--- config.mk ---
export PLATFORM = sky130hd
export DESIGN_NAME = mmd_seq
export DESIGN_NICKNAME = d
export VERILOG_FILES = /design/src/rtl/mmd_pkg.sv /design/src/rtl/mmd_step_gen.sv /design/src/rtl/mmd_seq_ctrl.sv /design/src/rtl/mmd_seq.sv
export SDC_FILE = /design/constraint.sdc
export NUM_CORES = 1
export LEC_CHECK = 0
export CORE_MARGIN = 1.5
export CORE_UTILIZATION = 35
export DETAILED_ROUTE_END_ITERATION = 6
export PLACE_DENSITY = 0.64
export SETUP_SLACK_MARGIN = 0.3
export SLEW_MARGIN = 5
export SYNTH_ARGS = -nofsm -noshare
export SYNTH_HDL_FRONTEND = slang
export SYNTH_SLANG_ARGS = --single-unit
--- constraint.sdc ---
create_clock -name clk -period 2.3 [get_ports clk]
set_clock_uncertainty 0.05 [all_clocks]
set_input_delay 0.46 -clock clk [delete_from_list [all_inputs] [get_ports clk]]
set_output_delay 0.46 -clock clk [all_outputs]
set_load 0.02 [all_outputs]
--- src/rtl/mmd_pkg.sv ---
package mmd_pkg;
  localparam int DATA_W = 16;
  localparam int ADDR_W = 5;
  localparam int CMD_W  = 2;
  localparam int N_OPS  = 4;
  localparam int STEP_W = $clog2(N_OPS);

  localparam logic [ADDR_W-1:0] CTRL_REGNUM = 5'h0D;
  localparam logic [ADDR_W-1:0] DATA_REGNUM = 5'h0E;
  localparam logic [CMD_W-1:0]  CMD_ADDRESS = 2'd0;
  localparam logic [CMD_W-1:0]  CMD_DATA    = 2'd1;

  typedef enum logic [1:0] {ST_IDLE, ST_ISSUE, ST_WAIT} seq_state_t;

  typedef struct packed {
    logic              wr;
    logic [ADDR_W-1:0] regnum;
    logic [DATA_W-1:0] data;
  } c22_op_t;
endpackage

--- src/rtl/mmd_step_gen.sv ---
module mmd_step_gen
  import mmd_pkg::*;
(
  input  logic [STEP_W-1:0] step,
  input  logic              is_write,
  input  logic [ADDR_W-1:0] devad,
  input  logic [DATA_W-1:0] regaddr,
  input  logic [DATA_W-1:0] wdata,
  output c22_op_t           op
);
  localparam int PAD_W = DATA_W - CMD_W - ADDR_W;

  function automatic logic [DATA_W-1:0] ctrl_word(input logic [CMD_W-1:0] cmd,
                                                  input logic [ADDR_W-1:0] dev);
    return {cmd, {PAD_W{1'b0}}, dev};
  endfunction

  always_comb begin
    op = '0;
    case (step)
      2'd0: begin op.wr = 1'b1; op.regnum = CTRL_REGNUM; op.data = ctrl_word(CMD_ADDRESS, devad); end
      2'd1: begin op.wr = 1'b1; op.regnum = DATA_REGNUM; op.data = regaddr; end
      2'd2: begin op.wr = 1'b1; op.regnum = CTRL_REGNUM; op.data = ctrl_word(CMD_DATA, devad); end
      default: begin
        op.wr     = is_write;
        op.regnum = DATA_REGNUM;
        op.data   = is_write ? wdata : '0;
      end
    endcase
  end
endmodule

--- src/rtl/mmd_seq_ctrl.sv ---
module mmd_seq_ctrl
  import mmd_pkg::*;
(
  input  logic              clk,
  input  logic              rst_n,
  input  logic              start,
  input  logic              op_ready,
  input  logic              rsp_valid,
  output logic              busy,
  output logic              issue,
  output logic [STEP_W-1:0] step,
  output logic              finish
);
  localparam logic [STEP_W-1:0] LAST_STEP = STEP_W'(N_OPS - 1);

  seq_state_t state;

  assign busy   = (state != ST_IDLE);
  assign issue  = (state == ST_ISSUE);
  assign finish = (state == ST_WAIT) && rsp_valid && (step == LAST_STEP);

  always_ff @(posedge clk) begin
    if (!rst_n) begin
      state <= ST_IDLE;
      step  <= '0;
    end else begin
      case (state)
        ST_IDLE:  if (start) begin state <= ST_ISSUE; step <= '0; end
        ST_ISSUE: if (op_ready) state <= ST_WAIT;
        ST_WAIT:  if (rsp_valid) begin
                    if (step == LAST_STEP) state <= ST_IDLE;
                    else begin state <= ST_ISSUE; step <= step + 1'b1; end
                  end
        default:  state <= ST_IDLE;
      endcase
    end
  end

  // no new operation while the current response is still pending
  a_r8_one_outstanding: assert property (@(posedge clk) disable iff (!rst_n)
    (state == ST_WAIT && !rsp_valid) |=> (state == ST_WAIT && $stable(step)));
endmodule

--- src/rtl/mmd_seq.sv ---
module mmd_seq
  import mmd_pkg::*;
(
  input  logic              clk,
  input  logic              rst_n,
  input  logic              req_valid,
  output logic              req_ready,
  input  logic              req_write,
  input  logic [ADDR_W-1:0] req_phy,
  input  logic [ADDR_W-1:0] req_devad,
  input  logic [DATA_W-1:0] req_reg,
  input  logic [DATA_W-1:0] req_wdata,
  output logic              busy,
  output logic              done,
  output logic [DATA_W-1:0] rdata,
  output logic              c22_valid,
  input  logic              c22_ready,
  output logic              c22_write,
  output logic [ADDR_W-1:0] c22_phy,
  output logic [ADDR_W-1:0] c22_regnum,
  output logic [DATA_W-1:0] c22_wdata,
  input  logic              c22_rsp_valid,
  input  logic [DATA_W-1:0] c22_rsp_rdata
);
  logic              start, finish;
  logic [STEP_W-1:0] step;
  logic              wr_q;
  logic [ADDR_W-1:0] phy_q, dev_q;
  logic [DATA_W-1:0] reg_q, wd_q;
  c22_op_t           op;

  assign req_ready = !busy;
  assign start     = req_valid && req_ready;

  always_ff @(posedge clk) begin
    if (!rst_n) begin
      wr_q <= 1'b0; phy_q <= '0; dev_q <= '0; reg_q <= '0; wd_q <= '0;
    end else if (start) begin
      wr_q <= req_write; phy_q <= req_phy; dev_q <= req_devad;
      reg_q <= req_reg; wd_q <= req_wdata;
    end
  end

  mmd_seq_ctrl u_ctrl (
    .clk(clk), .rst_n(rst_n), .start(start), .op_ready(c22_ready),
    .rsp_valid(c22_rsp_valid), .busy(busy), .issue(c22_valid),
    .step(step), .finish(finish)
  );

  mmd_step_gen u_gen (
    .step(step), .is_write(wr_q), .devad(dev_q), .regaddr(reg_q),
    .wdata(wd_q), .op(op)
  );

  assign c22_write  = op.wr;
  assign c22_regnum = op.regnum;
  assign c22_wdata  = op.data;
  assign c22_phy    = phy_q;

  always_ff @(posedge clk) begin
    if (!rst_n) begin
      done  <= 1'b0;
      rdata <= '0;
    end else begin
      done <= finish;
      if (finish && !wr_q) rdata <= c22_rsp_rdata;
    end
  end

  // accepted request makes the block busy
  a_r2_accept_busy: assert property (@(posedge clk) disable iff (!rst_n)
    (req_valid && req_ready) |=> busy);
  // offered operation stays put under back-pressure
  a_r8_hold_op: assert property (@(posedge clk) disable iff (!rst_n)
    (c22_valid && !c22_ready) |=> (c22_valid && $stable(c22_write)
      && $stable(c22_regnum) && $stable(c22_wdata) && $stable(c22_phy)));
  // done is a single-cycle pulse with busy low
  a_r9_done_pulse: assert property (@(posedge clk) disable iff (!rst_n)
    done |=> !done);
  a_r9_done_idle: assert property (@(posedge clk) disable iff (!rst_n)
    done |-> !busy);
  // read data moves only together with completion
  a_r10_rdata_hold: assert property (@(posedge clk) disable iff (!rst_n)
    !$stable(rdata) |-> done);
endmodule

Word-level counts from Yosys, hierarchy flattened
Index checks and enable logic that the tools add are counted.

Bits in registers: 64. Bits of input ports: 64. Output and inout port bits: 47. Word-level logic and storage cells: 42.

Add/sub/neg operators: 1. Eq/ne operators: 9. Muxes and demuxes: 11. Reduce and logical (&&, ||, !) cells: 12.

Operators by type and width (count): $pmux 22 s3 (1); $mux 16 (1); $mux 2 (6); $eq 2x2->1 const B (3); $ne 2x2->1 const B (3); $pmux 2 s3 (1); $eq 2x1->1 const B (2); $logic_and 1x1->1 (4); $logic_not 2->1 (2); $pmux 2 s2 (1); $reduce_and 4->1 (1); $reduce_bool 2->1 (2); $reduce_and 3->1 (1); $add 2x1->2 const B (1); $logic_not 1->1 (2); $ne 2x1->1 const B (1); $mux 1 (1).

Longest topological paths before layout
Gate-level depths: netlist of the first run.

Depth in word-level cells: 5. Depth in mapped cells: 6.

Modules after synthesis
A second synthesis of the first run with hierarchy kept.

Cell total of the unflattened synthesis: 360. Area, all modules: 3110.5 um2.

Modules (own cells, without submodules): mmd_seq (instances 1, cells an instance 261, area each 2464.9 um2, sequential area each 1201.2 um2); mmd_step_gen (instances 1, cells an instance 68, area each 389.1 um2, sequential area each 0.0 um2); mmd_seq_ctrl (instances 1, cells an instance 31, area each 256.5 um2, sequential area each 80.1 um2).

Worst setup path before layout of the first run
No wires, ideal clock.

Kind: register to output. From: register u_ctrl.step[0]. To: output c22_wdata[10]. Arrival: 1478 ps. Required time: 1790 ps. Path slack: 312 ps. Stages on the path, launching flop included: 7. Path buffers: 3. Cell sequence: dfxtp_1 > ha_1 > clkbuf_2 > and2_0 > clkbuf_1 > buf_2 > a22o_1.

Word-level cells in the longest chain between the ends: 2.

Ends and longest elaborated chain: from (decl) (line mmd_seq_ctrl.sv:11) `output logic [STEP_W-1:0] step,`; from (signal assigned) (line mmd_seq_ctrl.sv:25) `step <= '0;`; from (signal assigned) (line mmd_seq_ctrl.sv:28) `ST_IDLE: if (start) begin state <= ST_ISSUE; step <= '0; end`; from (signal assigned) (line mmd_seq_ctrl.sv:32) `else begin state <= ST_ISSUE; step <= step + 1'b1; end`; $eq 2x2->1 (tied with other cells) (line mmd_step_gen.sv:20) `case (step)`; $pmux 22 s3 * (line mmd_step_gen.sv:20); to (decl) (line mmd_seq.sv:21) `output logic [DATA_W-1:0] c22_wdata,`.

Mark *: on every way between the ends. The rest lies on a longest branch, timed or not.

Final worst setup path of the first run
From: register u_ctrl.step[1]. To: output c22_wdata[3].

The elaborated chain is that of the path after synthesis.

==> results of run 1 <==
-- layout make-up --
class / count / area, µm² / area share
inverter: 8 / 32.5 / 0.00731
clock inverter: 6 / 85.1 / 0.0191
timing repair buffer: 123 / 1220 / 0.274
multi-input combinational: 234 / 1570 / 0.352
sequential: 64 / 1290 / 0.290
clock buffer: 9 / 124 / 0.0278
tap: 105 / 131 / 0.0295
-- per-layer routing --
metal	vias to the layer above	wire [µm]	part of all wire	global-route usage
met5	-	0	0	0
met3	7	617	0.085	0.0718
met4	0	101	0.014	0.0699
li1	1306	-	-	-
met1	1151	3070	0.42	0.188
met2	80	3430	0.48	0.256
-- synth_stat cells, types with 2 or more instances --
| library cell | count |
|---|---|
| dfxtp_1 | 64 |
| ha_1 | 5 |
| a22o_1 | 10 |
| nor2_1 | 5 |
| buf_6 | 4 |
| o21ai_0 | 2 |
| buf_2 | 7 |
| conb_1 | 2 |
| inv_1 | 8 |
| a21boi_2 | 39 |
| nand2_1 | 122 |
| o21a_1 | 2 |
| mux2i_1 | 17 |
| nand3_1 | 2 |
| a21boi_0 | 3 |
| or2_2 | 2 |
| clkbuf_1 | 9 |
| a222oi_1 | 5 |
| buf_4 | 5 |
| nor2b_1 | 2 |
-- registers in the layout, summed over array words and instances, names as in the netlist --
name,count
c22_phy,5
wd_q,16
dev_q,5
u_ctrl.step,2
reg_q,16
u_ctrl.state,2
wr_q,1
rdata,16
done,1
-- path summary, 6_finish.rpt --
kind	start	to	cells after the start
setup reg to reg	u_ctrl.step[0]	rdata[2]	6
hold / removal	rdata[12]	rdata[12]	2
hold reg to reg	rdata[12]	rdata[12]	2
setup / recovery	u_ctrl.step[1]	c22_wdata[3]	7
-- power by group through the flow --
stage	Clock, µW	Sequential, µW	Combinational (µW)
after floorplan	0	1220	236
after global placement	0	1220	412
after detailed placement	0	1220	417
after CTS	1060	1190	414
after global routing	1110	1200	449
final	1020	1190	411
-- worst min-delay path, cell delays in order (launching register included) --
cell,delay [ns]
dfxtp_1,0.31
nand2_1,0.05
mux2i_1,0.05
-- stage by stage --
stage | setup slack [ns] | util | area (µm²) | setup TNS (ns) | power (µW)
2_1_floorplan | 0.312 | - | 3000 | 0 | 1450
3_3_place_gp | -0.218 | 0.503 | 4150 | -2.27 | 1630
3_5_place_dp | -0.254 | 0.503 | 4150 | -2.94 | 1640
4_1_cts | -0.0268 | 0.534 | 4410 | -0.0404 | 2670
5_1_grt | -0.0989 | 0.539 | 4450 | -0.335 | 2760
6_report | -0.0201 | 0.539 | 4450 | -0.0201 | 2630
-- timing repair --
action	in CTS	in global routing
gates cloned	0	0
buffers inserted	2	0
pin swaps	8	6
resized for setup	115	14
setup endpoints to repair	22	19
-- cell families (layout without fill, tap and decap cells) --
group | count (synthesis) | after routing
other cells | 2 | 3
fa+ha+maj | 5 | 5
mux | 17 | 17
compound gates | 67 | 67
buf+inv | 36 | 146
flops | 64 | 64
simple gates | 142 | 142
==> results.sh, run 1 <==
export IMPL_drtIter0Drc=62
export IMPL_synthSimpleGateAreaFrac=0.200
export IMPL_insertedDiodeCount=0
export IMPL_fp_coreArea_um2=8260
export IMPL_syn_to_final_growth_pct=48.6
export IMPL_whs_ns=0.405
export IMPL_min_period_over_period=1.01
export IMPL_max_stage_delay_ns=0.38
export IMPL_initial_core_util=0.363
export IMPL_avgSynthCellArea_um2=8.99
export IMPL_grt_usage=0.161
export IMPL_grt_max_degree=44
export IMPL_synth_top_area_cell="dfxtp_1"
export IMPL_synth_seq_cells=64
export IMPL_clk_insertion_delay_late_ns=0.33
export IMPL_synth_adder_area_share=0.0209
export IMPL_syn_area_um2=2990
export IMPL_dieArea_um2=9120
export IMPL_grt_pass1_vias=2341
export IMPL_grt_antenna_before_repair=0
export IMPL_crit_type="reg -> out"
export IMPL_n_fill_cell=766
export IMPL_final_cell_mix="nand2_1 (122), clkdlybuf4s50_1 (84), dfxtp_1 (61), a21boi_2 (39)"
export IMPL_maxCapViolCount=0
export IMPL_yosys_area_share_xor_xnor=0
export IMPL_ys_async_sr_fraction=0
export IMPL_leakage_uw=0.00169
export IMPL_synth_ff_type="dfxtp_1"
export IMPL_port_buffers=107
export IMPL_vias_per_cell=4.63
export IMPL_vias=2544
export IMPL_pwr_share_comb=0.156
export IMPL_totalWireLength_mm=7.22
export IMPL_crit_path_max_fanout=6
export IMPL_rows=33
export IMPL_p_sw_uw=644
export IMPL_grt_ovfl_total=0
export IMPL_routedWlPerCell_um=13.2
export IMPL_switching_share=0.245
export IMPL_grt_pass1_wl_mm=11.1
export IMPL_rrSetupSlack_ns=0.74
export IMPL_clock_sinks=64
export IMPL_synth_top_family_by_area="compound AO/OA/AOI/OAI gates"
export IMPL_cts_root_buf="clkbuf_8"
export IMPL_stdcell_count=549
export IMPL_drive_above_1_share=0.236
export IMPL_synth_area_top_cells="dfxtp_1 (43%), nand2_1 (15%), a21boi_2 (15%), mux2i_1 (5.7%), a22o_1 (2.9%)"
export IMPL_synth_seq_area_share=0.428
export IMPL_layout_commonest_cell="nand2_1"
export IMPL_clock_path_buffers=2
export IMPL_fmaxAchievable_mhz=431
export IMPL_cp_common_cell="buf_6"
export IMPL_path_delay_family="compound AO/OA/AOI/OAI gates"
export IMPL_synth_compound_area_share=0.224
export IMPL_p_per_area_nw_per_um2=590
export IMPL_dr_pass1_iters=4
export IMPL_crit_required_ns=1.79
export IMPL_hpwl_mm=5.03
export IMPL_syn_inst=333
export IMPL_grt_setup_unrepaired="yes"
export IMPL_slew_headroom=0.667
export IMPL_drtAntennaViolNets=0
export IMPL_dp_cells=532
export IMPL_ctsHoldBuffers=0
export IMPL_setup_ws_ns=-0.0201
export IMPL_seqPwrFrac=0.455
export IMPL_cts_tree="yes"
export IMPL_cp_end_kind="output pin"
export IMPL_cts_buffers=9
export IMPL_outcome="finished with violations"
export IMPL_clockPowerShare=0.389
export IMPL_yosysWarnings=0
export IMPL_synth_edf_count=0
export IMPL_worst_pin_slew_ns=0.500
export IMPL_die_height_um=95.5
export IMPL_crit_chain="inv_4, buf_6, ha_4, o21ba_4, a222oi_1, inv_1, buf_6"
export IMPL_cp_start_kind="flip-flop"
export IMPL_hold_viol_final=0
export IMPL_hp_class="reg -> reg"
export IMPL_netlist_cell_type_count=38
export IMPL_synth_mux_area_frac=0.0568
export IMPL_finalNetCount=509
export IMPL_gp_congestion=0.779
export IMPL_clkTransAtPathRegs_ns=0.07
export IMPL_setup_viol=1
export IMPL_synth_top_area_frac=0.428
export IMPL_path_buf_inv=4
export IMPL_drv_slew=0
export IMPL_arrival_ns=1.81
export IMPL_io_pins=111
export IMPL_ir_worst_vdd_v=0.000343
export IMPL_drcViolationCount=0
export IMPL_crit_slowest_cell="dfxtp_4"
export IMPL_period_minus_slack_ns=2.32
export IMPL_internal_power_uw=1980
export IMPL_dieWidth_um=95.5
export IMPL_ctsHtreeMaxLevel=3
export IMPL_violations="setup timing"
(Power assumes the default switching activity.)
==> run 2, diff against run 1 <==
--- a/config.mk
+++ b/config.mk
@@ -7,4 +7,6 @@
 export LEC_CHECK = 0
+export CAP_MARGIN = 20
 export CORE_MARGIN = 1.5
 export CORE_UTILIZATION = 35
+export CTS_CLUSTER_DIAMETER = 80
 export DETAILED_ROUTE_END_ITERATION = 6
--- a/constraint.sdc
+++ b/constraint.sdc
@@ -4,2 +4,2 @@
 set_output_delay 0.46 -clock clk [all_outputs]
-set_load 0.02 [all_outputs]
+set_load 0.005 [all_outputs]
==> run 2 against run 1 <==
Against the previous run: the run now ends clean; cell count grew 1.6%; die area is the same; sequential power is essentially flat; setup slack gained 0.066 ns; routed wire length grew 2.5%; global-route usage grew 0.46 points; non-clock buffer count grew 8; critical path type unchanged.
==> results.sh, run 2 (same netlist as run 1, synthesis figures left out) <==
export IMPL_n_fill_cell=764
export IMPL_vias=2602
export IMPL_io_pins=111
export IMPL_leakage_uw=0.00174
export IMPL_drive_above_1_share=0.256
export IMPL_grt_setup_unrepaired="yes"
export IMPL_ctsHtreeMaxLevel=3
export IMPL_grt_max_degree=46
export IMPL_grt_antenna_before_repair=0
export IMPL_cp_start_kind="flip-flop"
export IMPL_grt_pass1_vias=2438
export IMPL_vias_per_cell=4.66
export IMPL_drtIter0Drc=88
export IMPL_die_height_um=95.5
export IMPL_min_period_over_period=0.980
export IMPL_crit_type="reg -> out"
export IMPL_whs_ns=0.407
export IMPL_grt_pass1_wl_mm=11.7
export IMPL_insertedDiodeCount=0
export IMPL_hold_viol_final=0
export IMPL_p_per_area_nw_per_um2=572
export IMPL_period_minus_slack_ns=2.25
export IMPL_cts_buffers=9
export IMPL_grt_usage=0.166
export IMPL_cp_end_kind="output pin"
export IMPL_fp_coreArea_um2=8260
export IMPL_layout_commonest_cell="nand2_1"
export IMPL_dr_wl_met3_um=594
export IMPL_clock_path_buffers=2
export IMPL_maxCapViolCount=0
export IMPL_finalNetCount=517
export IMPL_clkTransAtPathRegs_ns=0.07
export IMPL_dr_max_layer_used="met4"
export IMPL_hpwl_mm=4.85
export IMPL_clk_insertion_delay_late_ns=0.33
export IMPL_arrival_ns=1.74
export IMPL_grt_ovfl_total=0
export IMPL_met1_length_mm=3.18
export IMPL_rows=33
export IMPL_ctsHoldBuffers=0
export IMPL_drcViolationCount=0
export IMPL_gp_congestion=0.748
export IMPL_max_stage_delay_ns=0.38
export IMPL_dieWidth_um=95.5
export IMPL_crit_path_max_fanout=6
export IMPL_crit_slowest_cell="dfxtp_4"
export IMPL_clock_sinks=64
export IMPL_dr_pass1_iters=4
export IMPL_dieArea_um2=9120
export IMPL_initial_core_util=0.363
export IMPL_setup_viol=0
export IMPL_drtAntennaViolNets=0
export IMPL_fmaxAchievable_mhz=444
export IMPL_hp_class="reg -> reg"
export IMPL_outcome="completed"
export IMPL_cts_root_buf="clkbuf_8"
export IMPL_crit_chain="inv_2, buf_6, ha_4, o21ba_4, a222oi_1, inv_1, buf_2"
export IMPL_port_buffers=107
export IMPL_stdcell_area_um2=4470
export IMPL_wl_met2_mm=3.48
export IMPL_crit_required_ns=1.79
export IMPL_place_area_um2=4130
export IMPL_drv_slew=0
export IMPL_final_cell_mix="nand2_1 (122), clkdlybuf4s50_1 (85), dfxtp_1 (60), a21boi_2 (39), mux2i_1 (17)"
export IMPL_final_setup_tns_ns=0
export IMPL_cts_tree="yes"
export IMPL_syn_to_final_growth_pct=49.4
export IMPL_ir_worst_vdd_v=0.000249
export IMPL_reg_largest_list="rdata (16), reg_q (16), wd_q (16)"
export IMPL_routedWlPerCell_um=13.3
export IMPL_path_delay_family="compound AO/OA/AOI/OAI gates"
export IMPL_totalWireLength_mm=7.40
export IMPL_path_buf_inv=4
[run 2: metrics by stage]
step                      std cells  utilization  power (µW)  setup slack (ns)
final                           558        0.542        2560            0.0463
after global routing            558        0.542        2690           -0.0749
after CTS                       550        0.533        2600           0.00871
after detailed placement        528        0.500        1610            -0.134
after global placement          528        0.500        1600            -0.100
after floorplan                 334            -        1420             0.413
[run 2: metal layers]
| metal | global-route usage | vias to the layer above |
|---|---|---|
| li1 | - | 1326 |
| met1 | 0.201 | 1182 |
| met2 | 0.268 | 83 |
| met3 | 0.0558 | 11 |
| met4 | 0.0711 | 0 |
| met5 | 0 | - |
[run 2: layout make-up]
class,instances,area [µm²],area share
repair buffers,131,1230,0.276
clock buffers,13,159,0.0355
clock inverters,3,40.0,0.00895
inverters,8,30.0,0.00672
flip-flops and latches,64,1300,0.290
well taps,105,131,0.0294
multi-input cells,234,1580,0.354
[run 2: worst reg2reg max path: stages (launching register included)]
cell and delay (ns):
dfxtp_4 0.35, buf_4 0.13, buf_4 0.16, nand3b_1 0.21, nor2_4 0.10, buf_4 0.28
mux2i_1 0.23
[run 2: timing repair]
action                     CTS  global route
setup endpoints to repair   22            20
resized for setup           68            38
pin swaps                    7             9
setup buffers                6             8
[run 2: power by group]
group          total [µW]  internal, µW  switching [µW]
sequential           1190          1160            30.6
clock                 978           558             421
combinational         390           222             167
[run 2: worst paths after layout]
kind	slack, ns	from	depth (start not counted)	end
worst min register to register	0.41	rdata[14]	2	rdata[14]
worst min-delay path	0.41	rdata[14]	2	rdata[14]
worst max register to register	0.71	u_ctrl.state[0]	6	rdata[6]
worst max-delay path	0.05	u_ctrl.step[1]	7	c22_wdata[3]
==> run 3, diff against run 2 <==
CTS_CLUSTER_SIZE = 14   (was not set)
==> results of run 3 <==
No change in the layout: final DEF, timing and power equal those of run 2.
